$ cat config.mk
export PLATFORM = sky130hd
export DESIGN_NAME = tdm_ring_ctrl
export DESIGN_NICKNAME = d
export VERILOG_FILES = /design/src/rtl/tdm_ring_pkg.sv /design/src/rtl/tdm_turn_filter.sv /design/src/rtl/tdm_slot_counter.sv /design/src/rtl/tdm_sched_table.sv /design/src/rtl/tdm_ring_ctrl.sv
export SDC_FILE = /design/constraint.sdc
export NUM_CORES = 1
export LEC_CHECK = 0
export ABC_CLOCK_PERIOD_IN_PS = 5450
export BUFFER_PORTS_ARGS = -buffer_cell sky130_fd_sc_hd__buf_2
export CORE_ASPECT_RATIO = 1.75
export CORE_UTILIZATION = 55
export CTS_BUF_LIST = sky130_fd_sc_hd__clkbuf_2
export CTS_CLUSTER_SIZE = 40
export DETAILED_ROUTE_END_ITERATION = 7
export PLACE_DENSITY_LB_ADDON = 0.05
export SYNTH_ARGS = -nofsm -noshare
export SYNTH_HDL_FRONTEND = slang
export SYNTH_SLANG_ARGS = --single-unit
$ cat constraint.sdc
create_clock -name clk -period 5.45 [get_ports clk]
set_clock_uncertainty 0.15 [all_clocks]
set_input_delay 0.2725 -clock clk [delete_from_list [all_inputs] [get_ports clk]]
set_output_delay 0.2725 -clock clk [all_outputs]
set_load 0.01 [all_outputs]
$ cat src/rtl/tdm_ring_pkg.sv
package tdm_ring_pkg;

    // twelve microrings, sixteen turning paths through a five-port switch
    localparam int unsigned RING_W = 12;
    localparam int unsigned TURN_W = 16;

    // request bits at or above this index name Y-to-X turns
    localparam int unsigned FORBID_LO = RING_W;

    typedef enum logic {
        CTL_LOAD = 1'b0,
        CTL_RUN  = 1'b1
    } ctl_mode_e;

endpackage

$ cat src/rtl/tdm_turn_filter.sv
module tdm_turn_filter
    import tdm_ring_pkg::*;
(
    input  logic [TURN_W-1:0] turns,
    output logic              legal,
    output logic [RING_W-1:0] ring_bits
);

    // every legal path has its own ring at the same bit position
    for (genvar g = 0; g < RING_W; g++) begin : g_map
        assign ring_bits[g] = turns[g];
    end

    // Y-to-X turns have no ring; any request for them is illegal
    assign legal = ~|turns[TURN_W-1:FORBID_LO];

endmodule

$ cat src/rtl/tdm_slot_counter.sv
module tdm_slot_counter #(
    parameter int unsigned SLOT_W = 4,
    parameter int unsigned LEN_W  = 5
) (
    input  logic [SLOT_W-1:0] cur_slot,
    input  logic [LEN_W-1:0]  act_len,
    output logic [SLOT_W-1:0] nxt_slot
);

    logic [LEN_W-1:0] inc;

    always_comb begin
        inc = LEN_W'(cur_slot) + LEN_W'(1);
        if (inc >= act_len) begin
            nxt_slot = '0;
        end else begin
            nxt_slot = inc[SLOT_W-1:0];
        end
    end

endmodule

$ cat src/rtl/tdm_sched_table.sv
module tdm_sched_table #(
    parameter int unsigned DEPTH  = 16,
    parameter int unsigned WIDTH  = 12,
    parameter int unsigned ADDR_W = 4
) (
    input  logic              clk,
    input  logic              rst_n,
    input  logic              wr_en,
    input  logic [ADDR_W-1:0] wr_addr,
    input  logic [WIDTH-1:0]  wr_data,
    input  logic [ADDR_W-1:0] rd_addr,
    output logic [WIDTH-1:0]  rd_data
);

    logic [WIDTH-1:0] mem_q [DEPTH];

    always_ff @(posedge clk or negedge rst_n) begin
        if (!rst_n) begin
            for (int i = 0; i < int'(DEPTH); i++) begin
                mem_q[i] <= '0;
            end
        end else if (wr_en && (int'(wr_addr) < int'(DEPTH))) begin
            mem_q[wr_addr] <= wr_data;
        end
    end

    always_comb begin
        if (int'(rd_addr) < int'(DEPTH)) begin
            rd_data = mem_q[rd_addr];
        end else begin
            rd_data = '0;
        end
    end

endmodule

$ cat src/rtl/tdm_ring_ctrl.sv
module tdm_ring_ctrl #(
    parameter  int unsigned MAX_SLOTS = 16,
    localparam int unsigned SLOT_W    = (MAX_SLOTS > 1) ? $clog2(MAX_SLOTS) : 1,
    localparam int unsigned LEN_W     = $clog2(MAX_SLOTS + 1)
) (
    input  logic                             clk,
    input  logic                             rst_n,
    input  logic                             tdm_tick,
    input  logic                             sched_start,
    input  logic                             sched_halt,
    input  logic                             tbl_we,
    input  logic [SLOT_W-1:0]                tbl_addr,
    input  logic [tdm_ring_pkg::TURN_W-1:0]  tbl_turns,
    input  logic                             len_we,
    input  logic [LEN_W-1:0]                 len_val,
    output logic [tdm_ring_pkg::RING_W-1:0]  ring_on,
    output logic [SLOT_W-1:0]                slot_idx,
    output logic                             sched_running,
    output logic                             turn_err
);
    import tdm_ring_pkg::*;

    typedef struct packed {
        ctl_mode_e         mode;
        logic [SLOT_W-1:0] slot;
        logic [LEN_W-1:0]  len;
        logic [RING_W-1:0] ring;
        logic              err;
    } ctl_state_t;

    ctl_state_t state_d, state_q;

    logic              idle_q;
    logic              cfg_open;
    logic              req_legal;
    logic [RING_W-1:0] req_ring;
    logic              tbl_wr_ok;
    logic [SLOT_W-1:0] nxt_slot;
    logic [SLOT_W-1:0] rd_addr;
    logic [RING_W-1:0] rd_ring;
    logic              len_ok;

    assign idle_q   = (state_q.mode == CTL_LOAD);
    // configuration is accepted only while stopped and not starting
    assign cfg_open = idle_q && !sched_start;

    tdm_turn_filter u_filter (
        .turns     (tbl_turns),
        .legal     (req_legal),
        .ring_bits (req_ring)
    );

    tdm_slot_counter #(
        .SLOT_W (SLOT_W),
        .LEN_W  (LEN_W)
    ) u_counter (
        .cur_slot (state_q.slot),
        .act_len  (state_q.len),
        .nxt_slot (nxt_slot)
    );

    assign tbl_wr_ok = tbl_we && cfg_open && req_legal;
    // stopped: look at slot 0 for the coming start; running: the next slot
    assign rd_addr   = idle_q ? '0 : nxt_slot;

    tdm_sched_table #(
        .DEPTH  (MAX_SLOTS),
        .WIDTH  (RING_W),
        .ADDR_W (SLOT_W)
    ) u_table (
        .clk     (clk),
        .rst_n   (rst_n),
        .wr_en   (tbl_wr_ok),
        .wr_addr (tbl_addr),
        .wr_data (req_ring),
        .rd_addr (rd_addr),
        .rd_data (rd_ring)
    );

    assign len_ok = (len_val != '0) && (len_val <= LEN_W'(MAX_SLOTS));

    always_comb begin
        state_d = state_q;

        if (tbl_we && cfg_open && !req_legal) begin
            state_d.err = 1'b1;
        end
        if (len_we && cfg_open && len_ok) begin
            state_d.len = len_val;
        end

        unique case (state_q.mode)
            CTL_LOAD: begin
                state_d.slot = '0;
                state_d.ring = '0;
                if (sched_start) begin
                    state_d.mode = CTL_RUN;
                    state_d.ring = rd_ring;
                end
            end
            CTL_RUN: begin
                if (sched_halt) begin
                    state_d.mode = CTL_LOAD;
                    state_d.slot = '0;
                    state_d.ring = '0;
                end else if (tdm_tick) begin
                    state_d.slot = nxt_slot;
                    state_d.ring = rd_ring;
                end
            end
            default: state_d = state_q;
        endcase
    end

    always_ff @(posedge clk or negedge rst_n) begin
        if (!rst_n) begin
            state_q.mode <= CTL_LOAD;
            state_q.slot <= '0;
            state_q.len  <= LEN_W'(MAX_SLOTS);
            state_q.ring <= '0;
            state_q.err  <= 1'b0;
        end else begin
            state_q <= state_d;
        end
    end

    assign ring_on       = state_q.ring;
    assign slot_idx      = state_q.slot;
    assign sched_running = (state_q.mode == CTL_RUN);
    assign turn_err      = state_q.err;

endmodule

==> results.tsv <==
metric	value	unit
outcome	completed	
detail_route.wl_per_cell	24.2	um
min_to	turn_err	
drc	0	
dr_wl_met3	1010	um
comb_power_share	0.218	
rr_startpoint	slot_idx[0]	
cts-resized-gates	0	
m1WireLength	11200	um
power.leakage	0.00570	uW
crit_fanout	35	
power_switching_share	0.334	
syn_nets	843	
cp-end-kind	flop	
fin_nets	926	
worstHoldPathType	input pin to flop	
slew_viol_final	0	
antenna_left	0	
dp_hpwl	18300	um
syn_area	10300	um2
setup_viol	0	
grt_max_degree	84	
numCtsBuffers	50	
gp_congestion	0.908	
r2r_slack	1.22	ns
yosysWarningCount	0	
synth_top_cell_by_area	dfrtp_1	
p_switching	1170	uW
synth_xor_xnor_area_share	0.00256	
period_share	0.776	
muxShareOfSynthArea	0.240	
hold_viol_final	0	
yosysSeqAreaShare	0.525	
rr_endpoint	ring_on[10]	
dieArea	19200	um2
worstSetupStartpointType	flop	
start_util	0.566	
clock_path_buffers	3	
wl_met2	14500	um
ir_drop	192	uV
ys_seq_elements	215	
hp-start	tbl_turns[13]	
globalRouteOverflowTotal	0	
first_pass_iters	7	
synth.top_cells.by_count	dfrtp_1 (214), mux2_2 (174), clkbuf_1 (37)	
coreArea	18100	um2
drive_gt1_frac	0.387	
relSlewSlack	0.122	
ys.flop_type	dfrtp_1	
post-route-min-period	4.23	ns
fmax	0.236	GHz
vias	7077	
cp.arrival	4.82	ns
rsz0062_at_grt	false	
clkPwrFrac	0.302	
tns	0	ns
ios	50	
synth.area.top_cells	dfrtp_1 (52%), mux2_2 (19%), mux2_4 (2.9%)	
die_y	183	um
path_clk_slew	0.12	ns
dpl_cell_area	10500	um2
drtIter0Drc	467	
yosysMostFrequentCell	dfrtp_1	
antenna_found_initial	1	
seqPwrFrac	0.481	
cts.sinks	215	
synth_cells	805	
synth_top_area_frac	0.522	
synth_compound_area_frac	0.117	
worst_slew_pin_slew	1.32	ns
crit_type	flop to flop	
worstSkewPairLatency	0.83	ns
first_global_vias	7531	
p_per_area	306	nW/um2
internal_power	2330	uW
grt_pass1_wl	44300	um
cts_tree	done	
dieWidth	105	um
io_buffers	49	
final_area	11400	um2
synth_cell_type_count	58	
synth_top_family_by_area	multiplexers	
r2r_cells	10	
drv_cap	0	
clock-root-buffer	clkbuf_2	
cts_setup_buffers	0	
grt_usage	0.311	
wl	28100	um
syn2layout_area_growth	11.6	%
synth_edf_count	0	
syn_avg_cell_area	12.7	um2
yosys.area_share.simple	0.0650	
synthAdderAreaFrac	0.00732	
async_reset_ff_frac	1.00	
rows	65	
htreeDepth	2	
p_total	3500	uW
crit_required	6.04	ns
vias_per_cell	6.09	
dr.max_layer_used	met4	
fill_cells	1465	
hold_depth	4	
==> how the worst max path moves through the flow <==
stage	startpoint	to	slack (ns)	depth (start not counted)
3_3_place_gp	slot_idx[0]	ring_on[10]	1.42	10
2_1_floorplan	slot_idx[0]	ring_on[9]	2.25	13
4_1_cts	slot_idx[0]	ring_on[10]	1.24	10
3_5_place_dp	slot_idx[0]	ring_on[10]	1.32	10
5_1_grt	slot_idx[0]	slot_idx[3]	0.98	12
6_report	slot_idx[0]	ring_on[10]	1.22	10
==> placed cells by master, fill, tap and decap left out, drive strengths merged, types with 2 or more instances in the layout <==
cell         synthesis  routed
a211oi              23      23
a21o                 9       9
a21oi               13      13
a2bb2oi             11      11
and2                 3       3
and3                 2       2
buf                 42      65
clkbuf              37      76
clkinv               0      14
dfrtp              214     214
dlygate4sd3          0      44
ha                   6       6
inv                  8      10
mux2               198     198
mux2i               13      13
nand2               23      23
nand2b               5       5
nand3               16      16
nand3b               2       2
nor2                29      29
nor2b               24      24
nor3                 8       8
nor3b                2       2
nor4                 3       3
o211ai              11      11
o21a                 2       2
o21ai               17      17
o221ai              32      32
o22ai               25      25
o31a                 9       9
or3                  3       3
or4                  2       2
xnor2                2       2
==> state kept, by name, summed over array words and instances, names as in the netlist <==
| name | cells |
|---|---|
| state_q | 5 |
| u_table.mem_q | 192 |
| turn_err | 1 |
| ring_on | 12 |
| sched_running | 1 |
| slot_idx | 4 |
==> final cells by class <==
cell class / instances / area, um2 / share of cell area
clock inverter: 17 / 92.6 / 0.00809
antenna: 1 / 2.50 / 0.000219
clock buffer: 75 / 375 / 0.0328
timing repair buffer: 110 / 842 / 0.0736
inverter: 8 / 30.0 / 0.00262
tap: 234 / 293 / 0.0256
multi-input combinational: 503 / 4430 / 0.387
sequential: 215 / 5380 / 0.470
==> critical path, cell delays in order (launching register included) <==
cell,delay (ns)
dfrtp_1,0.38
buf_4,0.41
nand3_1,0.15
xor2_1,0.49
inv_1,0.11
ha_1,0.31
and2_0,0.35
a211o_1,1.07
o22ai_1,0.18
or3_1,0.36
a22oi_1,0.17
==> cells by family (layout without fill, tap and decap cells) <==
family	count (synthesis)	count (layout)
flops	215	215
mux	212	212
other cells	0	1
xor+xnor	3	3
compound gates	158	158
simple gates	124	124
fa+ha+maj	6	6
buf+inv	87	210
==> power by group through the flow <==
stage / clock (uW) / combinational (uW) / sequential (uW)
3_3_place_gp: 0 / 703 / 1710
2_1_floorplan: 0 / 485 / 1710
4_1_cts: 1100 / 759 / 1680
6_report: 1060 / 763 / 1680
3_5_place_dp: 0 / 716 / 1720
5_1_grt: 1160 / 821 / 1690
==> through the flow <==
| step | hold slack, ns | setup WS [ns] | util | std cells |
|---|---|---|---|---|
| final | 0.109 | 1.22 | 0.631 | 1163 |
| after global routing | 0.0658 | 0.982 | 0.631 | 1163 |
| after CTS | 0.0135 | 1.24 | 0.631 | 1162 |
| after detailed placement | 0.215 | 1.32 | 0.579 | 1025 |
| after global placement | 0.216 | 1.42 | 0.579 | 1025 |
| after floorplan | -0.173 | 2.25 | - | 805 |
==> per-layer routing <==
| metal | vias to the layer above | GRT usage |
|---|---|---|
| li1 | 3157 | - |
| met1 | 3636 | 0.367 |
| met2 | 205 | 0.538 |
| met3 | 79 | 0.0493 |
| met4 | 0 | 0.167 |
| met5 | - | 0 |
==> repair_timing <==
action | in CTS | in global routing
hold buffers | 45 | 0
endpoints found under the hold margin | 292 | 0
endpoints found under the setup margin | 0 | 0
Note: power is estimated with default switching activity, not from simulation.
